$ cat config.mk
export PLATFORM = sky130hd
export DESIGN_NAME = lsb_bridge
export DESIGN_NICKNAME = d
export VERILOG_FILES = /design/src/rtl/lsb_pkg.sv /design/src/rtl/lsb_attr_decode.sv /design/src/rtl/lsb_err_map.sv /design/src/rtl/lsb_line_merge.sv /design/src/rtl/lsb_seq.sv /design/src/rtl/lsb_bridge.sv
export SDC_FILE = /design/constraint.sdc
export NUM_CORES = 2
export LEC_CHECK = 0
export ABC_AREA = 1
export CORE_AREA = 3 3 458 460
export DETAILED_ROUTE_END_ITERATION = 6
export DIE_AREA = 0 0 461 463
export PLACE_DENSITY = 0.48
export SYNTH_ARGS = -nofsm -noshare
export SYNTH_HDL_FRONTEND = slang
export SYNTH_HIERARCHICAL = 1
export SYNTH_SLANG_ARGS = --single-unit
$ cat constraint.sdc
create_clock -name clk -period 1.63 [get_ports clk]
set_clock_uncertainty 0.1 [all_clocks]
set_input_delay 0.326 -clock clk [delete_from_list [all_inputs] [get_ports clk]]
set_output_delay 0.326 -clock clk [all_outputs]
set_load 0.1 [all_outputs]
$ cat src/rtl/lsb_pkg.sv
package lsb_pkg;
  localparam logic [1:0] OP_RD   = 2'd0;
  localparam logic [1:0] OP_RDEX = 2'd1;
  localparam logic [1:0] OP_WR   = 2'd2;

  localparam logic [1:0] SBE_OK    = 2'd0;
  localparam logic [1:0] SBE_BUS   = 2'd1;
  localparam logic [1:0] SBE_FATAL = 2'd2;
  localparam logic [1:0] SBE_OTHER = 2'd3;

  typedef enum logic [2:0] {
    S_IDLE, S_ISSUE, S_RD_EXCL, S_WAIT_DATA, S_MERGE, S_WRITEBACK, S_DONE
  } seq_state_e;

  typedef struct packed {
    logic err;
    logic nxa;
  } lk_status_t;

  // Map a system-bus read status onto a link status.
  function automatic lk_status_t map_sb_error(input logic [1:0] code,
                                              input logic abort_mode);
    lk_status_t s;
    s.nxa = 1'b0;
    if (code == SBE_OK)      s.err = 1'b0;
    else if (abort_mode)     s.err = 1'b1;
    else                     s.err = (code == SBE_OTHER);
    return s;
  endfunction
endpackage

$ cat src/rtl/lsb_attr_decode.sv
module lsb_attr_decode #(
  parameter int AW           = 40,
  parameter int LINE_BYTES   = 32,
  parameter int LANE_SEL_BIT = 39,
  parameter logic [AW-1:0] MEM_LIMIT = 40'h00_8000_0000
) (
  input  logic [AW-1:0]         in_addr,
  input  logic [LINE_BYTES-1:0] in_be,
  input  logic                  in_isoc,
  input  logic                  big_endian,
  output logic [AW-1:0]         out_addr,
  output logic                  out_coherent,
  output logic                  out_l2alloc,
  output logic                  out_lane,
  output logic                  out_full
);
  localparam int OFS = $clog2(LINE_BYTES);

  function automatic logic [AW-1:0] drop_lane(input logic [AW-1:0] a);
    logic [AW-1:0] t;
    t = a;
    t[LANE_SEL_BIT] = 1'b0;
    return t;
  endfunction

  function automatic logic [AW-1:0] line_base(input logic [AW-1:0] a);
    logic [AW-1:0] t;
    t = drop_lane(a);
    t[OFS-1:0] = '0;
    return t;
  endfunction

  function automatic logic in_mem_range(input logic [AW-1:0] a);
    return drop_lane(a) < MEM_LIMIT;
  endfunction

  assign out_addr     = line_base(in_addr);
  assign out_coherent = in_mem_range(in_addr);
  assign out_l2alloc  = in_isoc;
  assign out_lane     = big_endian & in_addr[LANE_SEL_BIT];
  assign out_full     = &in_be;
endmodule

$ cat src/rtl/lsb_err_map.sv
module lsb_err_map
  import lsb_pkg::*;
(
  input  logic [1:0] code,
  input  logic       abort_mode,
  output logic       err,
  output logic       nxa
);
  lk_status_t st;
  assign st  = map_sb_error(code, abort_mode);
  assign err = st.err;
  assign nxa = st.nxa;
endmodule

$ cat src/rtl/lsb_line_merge.sv
module lsb_line_merge #(
  parameter int LINE_BYTES = 32
) (
  input  logic [LINE_BYTES*8-1:0] old_line,
  input  logic [LINE_BYTES*8-1:0] new_line,
  input  logic [LINE_BYTES-1:0]   be,
  output logic [LINE_BYTES*8-1:0] merged
);
  for (genvar i = 0; i < LINE_BYTES; i++) begin : g_byte
    assign merged[i*8 +: 8] = be[i] ? new_line[i*8 +: 8] : old_line[i*8 +: 8];
  end
endmodule

$ cat src/rtl/lsb_seq.sv
module lsb_seq
  import lsb_pkg::*;
#(
  parameter int AW         = 40,
  parameter int LINE_BYTES = 32
) (
  input  logic                    clk,
  input  logic                    rst_n,
  input  logic                    cfg_mabort_mode,
  input  logic                    req_valid,
  output logic                    req_ready,
  input  logic                    req_write,
  input  logic                    req_posted,
  input  logic [LINE_BYTES-1:0]   req_be,
  input  logic [LINE_BYTES*8-1:0] req_data,
  input  logic [AW-1:0]           d_addr,
  input  logic                    d_coherent,
  input  logic                    d_l2alloc,
  input  logic                    d_lane,
  input  logic                    d_full,
  output logic                    sb_cmd_valid,
  input  logic                    sb_cmd_ready,
  output logic [1:0]              sb_cmd_op,
  output logic [AW-1:0]           sb_cmd_addr,
  output logic                    sb_cmd_coherent,
  output logic                    sb_cmd_l2alloc,
  output logic                    sb_cmd_lane,
  output logic [LINE_BYTES-1:0]   sb_cmd_be,
  output logic [LINE_BYTES*8-1:0] sb_cmd_data,
  input  logic                    sb_rsp_valid,
  input  logic [1:0]              sb_rsp_err,
  input  logic [LINE_BYTES*8-1:0] sb_rsp_data,
  output logic                    lk_rsp_valid,
  output logic                    lk_rsp_err,
  output logic                    lk_rsp_nxa,
  output logic [LINE_BYTES*8-1:0] lk_rsp_data
);
  localparam int LINE_BITS = LINE_BYTES * 8;
  localparam logic [LINE_BYTES-1:0] ALL_BE = '1;

  seq_state_e state, state_n;

  logic [AW-1:0]         r_addr;
  logic                  r_coh, r_l2, r_lane, r_write, r_posted;
  logic [LINE_BYTES-1:0] r_be;
  logic [LINE_BITS-1:0]  r_data, r_line;
  logic                  r_err, r_nxa;

  // Named internal events
  logic ev_accept, ev_cmd_fire, ev_rsp_take, ev_need_merge;
  assign ev_accept     = req_valid && req_ready;
  assign ev_cmd_fire   = sb_cmd_valid && sb_cmd_ready;
  assign ev_rsp_take   = (state == S_WAIT_DATA) && sb_rsp_valid;
  assign ev_need_merge = req_write && d_coherent && !d_full;

  logic m_err, m_nxa;
  lsb_err_map u_emap (
    .code(sb_rsp_err), .abort_mode(cfg_mabort_mode), .err(m_err), .nxa(m_nxa)
  );

  logic [LINE_BITS-1:0] merged;
  lsb_line_merge #(.LINE_BYTES(LINE_BYTES)) u_merge (
    .old_line(r_line), .new_line(r_data), .be(r_be), .merged(merged)
  );

  always_comb begin
    state_n = state;
    unique case (state)
      S_IDLE:      if (req_valid) state_n = ev_need_merge ? S_RD_EXCL : S_ISSUE;
      S_ISSUE:     if (sb_cmd_ready) state_n = r_write ? S_DONE : S_WAIT_DATA;
      S_RD_EXCL:   if (sb_cmd_ready) state_n = S_WAIT_DATA;
      S_WAIT_DATA: if (sb_rsp_valid) state_n = r_write ? S_MERGE : S_DONE;
      S_MERGE:     state_n = S_WRITEBACK;
      S_WRITEBACK: if (sb_cmd_ready) state_n = S_DONE;
      S_DONE:      state_n = S_IDLE;
      default:     state_n = S_IDLE;
    endcase
  end

  always_ff @(posedge clk) begin
    if (!rst_n) begin
      state    <= S_IDLE;
      r_addr   <= '0;
      r_coh    <= 1'b0;
      r_l2     <= 1'b0;
      r_lane   <= 1'b0;
      r_write  <= 1'b0;
      r_posted <= 1'b0;
      r_be     <= '0;
      r_data   <= '0;
      r_line   <= '0;
      r_err    <= 1'b0;
      r_nxa    <= 1'b0;
    end else begin
      state <= state_n;
      if (ev_accept) begin
        r_addr   <= d_addr;
        r_coh    <= d_coherent;
        r_l2     <= d_l2alloc;
        r_lane   <= d_lane;
        r_write  <= req_write;
        r_posted <= req_posted;
        r_be     <= req_be;
        r_data   <= req_data;
        r_err    <= 1'b0;
        r_nxa    <= 1'b0;
      end
      if (ev_rsp_take) begin
        r_line <= sb_rsp_data;
        // writes are posted internally: their read status is dropped
        r_err  <= r_write ? 1'b0 : m_err;
        r_nxa  <= r_write ? 1'b0 : m_nxa;
      end
      if (state == S_MERGE) r_line <= merged;
    end
  end

  assign req_ready = (state == S_IDLE);

  always_comb begin
    sb_cmd_valid = 1'b0;
    sb_cmd_op    = OP_RD;
    sb_cmd_be    = ALL_BE;
    sb_cmd_data  = r_data;
    unique case (state)
      S_ISSUE: begin
        sb_cmd_valid = 1'b1;
        sb_cmd_op    = r_write ? OP_WR : OP_RD;
        sb_cmd_be    = (r_coh && !r_write) ? ALL_BE : r_be;
      end
      S_RD_EXCL: begin
        sb_cmd_valid = 1'b1;
        sb_cmd_op    = OP_RDEX;
      end
      S_WRITEBACK: begin
        sb_cmd_valid = 1'b1;
        sb_cmd_op    = OP_WR;
        sb_cmd_data  = r_line;
      end
      default: ;
    endcase
  end

  assign sb_cmd_addr     = r_addr;
  assign sb_cmd_coherent = r_coh;
  assign sb_cmd_l2alloc  = r_l2;
  assign sb_cmd_lane     = r_lane;

  assign lk_rsp_valid = (state == S_DONE) && !(r_write && r_posted);
  assign lk_rsp_err   = r_err;
  assign lk_rsp_nxa   = r_nxa;
  assign lk_rsp_data  = r_write ? '0 : r_line;

  // busy after acceptance, command held while stalled
  p_busy_r9: assert property (@(posedge clk) disable iff (!rst_n)
    ev_accept |=> !req_ready);
  p_cmd_hold_r9: assert property (@(posedge clk) disable iff (!rst_n)
    sb_cmd_valid && !sb_cmd_ready |=>
      sb_cmd_valid && $stable(sb_cmd_op) && $stable(sb_cmd_addr));
  // after the merge step a full-line write follows
  p_wb_full_r4: assert property (@(posedge clk) disable iff (!rst_n)
    (state == S_MERGE) |=> sb_cmd_valid && (sb_cmd_op == OP_WR) && (&sb_cmd_be));
  // write completions never carry an error
  p_wr_noerr_r8: assert property (@(posedge clk) disable iff (!rst_n)
    lk_rsp_valid && r_write |-> !lk_rsp_err);
  // abort mode turns every read error into a link error
  p_mabort_r6: assert property (@(posedge clk) disable iff (!rst_n)
    ev_rsp_take && !r_write && cfg_mabort_mode && (sb_rsp_err != SBE_OK)
      |=> lk_rsp_valid && lk_rsp_err && !lk_rsp_nxa);
endmodule

$ cat src/rtl/lsb_bridge.sv
module lsb_bridge
  import lsb_pkg::*;
#(
  parameter int AW           = 40,
  parameter int LINE_BYTES   = 32,
  parameter int LANE_SEL_BIT = 39,
  parameter logic [AW-1:0] MEM_LIMIT = 40'h00_8000_0000
) (
  input  logic                    clk,
  input  logic                    rst_n,
  input  logic                    cfg_big_endian,
  input  logic                    cfg_mabort_mode,
  input  logic                    req_valid,
  output logic                    req_ready,
  input  logic                    req_write,
  input  logic                    req_posted,
  input  logic                    req_isoc,
  input  logic [AW-1:0]           req_addr,
  input  logic [LINE_BYTES-1:0]   req_be,
  input  logic [LINE_BYTES*8-1:0] req_data,
  output logic                    sb_cmd_valid,
  input  logic                    sb_cmd_ready,
  output logic [1:0]              sb_cmd_op,
  output logic [AW-1:0]           sb_cmd_addr,
  output logic                    sb_cmd_coherent,
  output logic                    sb_cmd_l2alloc,
  output logic                    sb_cmd_lane,
  output logic [LINE_BYTES-1:0]   sb_cmd_be,
  output logic [LINE_BYTES*8-1:0] sb_cmd_data,
  input  logic                    sb_rsp_valid,
  input  logic [1:0]              sb_rsp_err,
  input  logic [LINE_BYTES*8-1:0] sb_rsp_data,
  output logic                    lk_rsp_valid,
  output logic                    lk_rsp_err,
  output logic                    lk_rsp_nxa,
  output logic [LINE_BYTES*8-1:0] lk_rsp_data
);
  logic [AW-1:0] d_addr;
  logic          d_coherent, d_l2alloc, d_lane, d_full;

  lsb_attr_decode #(
    .AW(AW), .LINE_BYTES(LINE_BYTES), .LANE_SEL_BIT(LANE_SEL_BIT), .MEM_LIMIT(MEM_LIMIT)
  ) u_dec (
    .in_addr(req_addr), .in_be(req_be), .in_isoc(req_isoc), .big_endian(cfg_big_endian),
    .out_addr(d_addr), .out_coherent(d_coherent), .out_l2alloc(d_l2alloc),
    .out_lane(d_lane), .out_full(d_full)
  );

  lsb_seq #(.AW(AW), .LINE_BYTES(LINE_BYTES)) u_seq (
    .clk(clk), .rst_n(rst_n), .cfg_mabort_mode(cfg_mabort_mode),
    .req_valid(req_valid), .req_ready(req_ready), .req_write(req_write),
    .req_posted(req_posted), .req_be(req_be), .req_data(req_data),
    .d_addr(d_addr), .d_coherent(d_coherent), .d_l2alloc(d_l2alloc),
    .d_lane(d_lane), .d_full(d_full),
    .sb_cmd_valid(sb_cmd_valid), .sb_cmd_ready(sb_cmd_ready), .sb_cmd_op(sb_cmd_op),
    .sb_cmd_addr(sb_cmd_addr), .sb_cmd_coherent(sb_cmd_coherent),
    .sb_cmd_l2alloc(sb_cmd_l2alloc), .sb_cmd_lane(sb_cmd_lane),
    .sb_cmd_be(sb_cmd_be), .sb_cmd_data(sb_cmd_data),
    .sb_rsp_valid(sb_rsp_valid), .sb_rsp_err(sb_rsp_err), .sb_rsp_data(sb_rsp_data),
    .lk_rsp_valid(lk_rsp_valid), .lk_rsp_err(lk_rsp_err), .lk_rsp_nxa(lk_rsp_nxa),
    .lk_rsp_data(lk_rsp_data)
  );

  // read-exclusive is always a coherent full-line command
  p_rdex_coh_r4: assert property (@(posedge clk) disable iff (!rst_n)
    sb_cmd_valid && (sb_cmd_op == OP_RDEX) |-> sb_cmd_coherent && (&sb_cmd_be));
  // issued addresses are line aligned with the lane bit removed
  p_addr_clean_r1: assert property (@(posedge clk) disable iff (!rst_n)
    sb_cmd_valid |-> !sb_cmd_addr[LANE_SEL_BIT] && (sb_cmd_addr[$clog2(LINE_BYTES)-1:0] == '0));
endmodule

==> summary.txt <==
Final layout
  – Area grow syn2layout: 104%
  – Filler Cell Count: 21537
  – Multi-input gate area: 0.0216 mm²
  – NumNets Final: 7293
  – Most common library cell in the layout ignoring fill and taps: nand2_1
  – FF/Latch Area: 0.0119 mm²
  – Most frequent cells in the layout: 1807 x nand2_1, 724 x buf_12, 596 x a21oi_1
  – Fin util: 0.320
  – Layout cells sized above 1: 0.287

Floorplan
  – Area of the die: 0.213 mm²
  – Core area: 0.206 mm²
  – DIE HEIGHT: 463 µm
  – Top-Level Pins: 1190
  – Starting Density: 0.157
  – Die width: 461 µm
  – Row count: 167

Flow run
  – Max Cap Viol: 0

Power and ir drop
  – Flop pwr share: 0.179
  – Clock Power Share: 0.175
  – Combinational power share: 0.646
  – Switching share of power: 0.516
  – PwrDens: 1700 mW/mm²
  – Leakage: 0.0259 µW
  – Maximum VDD drop: 0.00149 V
  – Int Power: 54300 µW
  – Switching power: 57900 µW

Clock tree
  – CTS H-tree depth: 3
  – Worst-path clk slew: 0.06 ns
  – Max Root-Sink Buffers: 3
  – Clock sinks: 594
  – Clk_lat worst skew: 0.69 ns
  – Cts bufs inserted: 84
  – CTS Root Cell: clkbuf_16
  – CTS tree: done

Status
  – Status: finished with violations
  – Failing checks: design-rule violations, negative setup slack

Timing
  – Final Setup Violations: 1188
  – Slew Viols, Final: 0
  – Crit share post-route: 1.67
  – Max Fclk: 368 MHz
  – Final hold vios: 0
  – Tmin final: 2.72 ns
  – Slew headroom: 0.487
  – PnR worst setup slack: -1.09 ns
  – RSZ-0062 raised after global routing: yes
  – Slew at the pin closest to its max-slew limit: 0.770 ns

Min path
  – Hold Path Class: in2reg

Yosys
  – Ys async rst share: 0
  – Synth Area per Inst: 6.09 µm²
  – Post-synth EDFFs: 0
  – Post-synthesis sequential area ratio: 0.367
  – Top FF cell, synth: dfxtp_1
  – Synth warnings: 6
  – Distinct cells, synth: 23
  – Flops & latches, synth: 594
  – Cells after Synth: 5315
  – Cell Area, Synth: 0.0324 mm²

Global route
  – Vias in the first global route: 40672
  – First-pass GRT wire length: 309000 µm
  – Pin count of the biggest net entering global routing: 81
  – Gr usage total: 0.198
  – GRT overflow: 0
  – Initial antenna violation count: 88

Critical path
  – R2R Path End: u_seq/r_be[0]
  – Setup CP Type: reg2out
  – Worst Path Required: 1.20 ns
  – CP startpoint kind: register
  – Worst-path fanout max: 7
  – Reg2Reg Depth: 9
  – Worst setup path startpoint: u_seq/state[2]
  – Worst Path Arrival: 2.29 ns
  – Capture point of the critical path: sb_cmd_data[7]
  – CP endpoint kind: primary output
  – Crit Reg-Reg Startpoint: u_seq/state[0]
  – R2r setup slk: -0.61 ns

Drt
  – Total Routed Length: 225000 µm
  – Drc violations: 3
  – ANT nets after route: 0
  – DRT iter0 DRCs: 3320
  – Vias per inst: 4.43
  – Vias post-DR: 42110
  – Pre-antenna DRT Iters: 7
  – DR WL/cell: 23.6 µm

Placement
  – Place WS: -0.977 ns
  – Final HPWL DP: 176000 µm
  – Gpl congestion: 0.909
  – IO Port Bufs: 1184
-- critical path, stage by stage, from the launching register on --
cell	delay [ns]
dfxtp_4	0.38
nand3_4	0.16
buf_12	0.21
buf_12	0.15
buf_16	0.16
buf_12	0.14
o21ai_4	0.14
buf_12	0.20
-- power by group through the flow --
stage / Combinational [µW] / Clock (µW) / Sequential [µW]
finish: 72500 / 19600 / 20100
detailed placement: 70800 / 0 / 20200
global route: 75500 / 20700 / 20400
floorplan: 41200 / 0 / 20700
CTS: 71700 / 20200 / 20000
global placement: 70700 / 0 / 20200
-- cell type report --
cell class | instances | share of cell area
Multi-Input combinational cell | 3906 | 0.327
Antenna cell | 42 | 0.00159
Clock inverter | 27 | 0.00542
Sequential cell | 594 | 0.180
Timing Repair Buffer | 1767 | 0.375
Clock buffer | 126 | 0.0387
Inverter | 344 | 0.0199
Tap cell | 2704 | 0.0513
-- state kept, by name, summed over array words and instances (netlist names), 3 cells and up --
register,flops
u_seq/r_data,256
u_seq/r_line,256
u_seq/sb_cmd_addr,40
u_seq/r_be,32
u_seq/state,3
-- layer usage --
metal | routed length [µm] | share of wire | track usage | up-vias
met4 | 8510 | 0.038 | 0.0702 | 66
met2 | 105000 | 0.47 | 0.330 | 1783
met1 | 90200 | 0.40 | 0.238 | 20021
met5 | 407 | 0.0018 | 0 | -
li1 | - | - | - | 19876
met3 | 20200 | 0.090 | 0.0639 | 364
-- through the flow --
step	TNS [ns]	instances	hold slack, ns	total power [µW]	instance area, µm²
after floorplan	-297.77	5320	0.352	61800	37000
after global placement	-292.44	9258	0.364	90900	60600
after detailed placement	-306.69	9258	0.366	91100	60600
after CTS	-717.61	9429	0.0187	112000	64400
after global routing	-822.33	9490	0.0538	117000	65900
final	-692.61	9510	0.111	112000	66000
-- repair_timing --
action | CTS | global route
endpoints found under the hold margin | 22 | 0
hold buffers | 2 | 0
pin swaps | 9 | 13
setup buffers | 12 | 29
setup endpoints to repair | 1188 | 1188
resized for setup | 218 | 247
cloned | 4 | 19
-- worst min-delay path by stage --
stage | start | endpoint | slack (ns) | cells after the start
finish | req_data[244] | u_seq/r_data[244] | 0.11 | 3
global route | req_data[147] | u_seq/r_data[147] | 0.05 | 3
CTS | req_addr[22] | u_seq/sb_cmd_addr[22] | 0.02 | 3
detailed placement | u_seq/r_data[200] | u_seq/r_data[200] | 0.37 | 2
global placement | u_seq/r_data[231] | u_seq/r_data[231] | 0.36 | 2
floorplan | u_seq/r_posted | u_seq/r_posted | 0.35 | 2
-- Yosys cell counts, types with 23 or more instances --
cell type	n	area, µm²
buf_4	43	323
nand2_1	1913	7180
inv_1	309	1160
a21oi_1	596	2980
o21ai_1	41	205
buf_1	23	86.3
nor2_1	272	1020
buf_2	156	781
buf_6	32	360
nand3_1	563	2820
inv_2	34	128
o21ai_0	505	2530
dfxtp_1	594	11900
clkbuf_1	220	826
-- cell families after synthesis --
kind of cell           after synthesis  share of synthesized area
buffers and inverters              820                      0.114
flip-flops                         594                      0.367
AO/OA/AOI/OAI                     1144                      0.177
other                                2                   0.000232
AND/OR/NAND/NOR                   2755                      0.342
No activity file was read; power rests on OpenSTA's default activity.
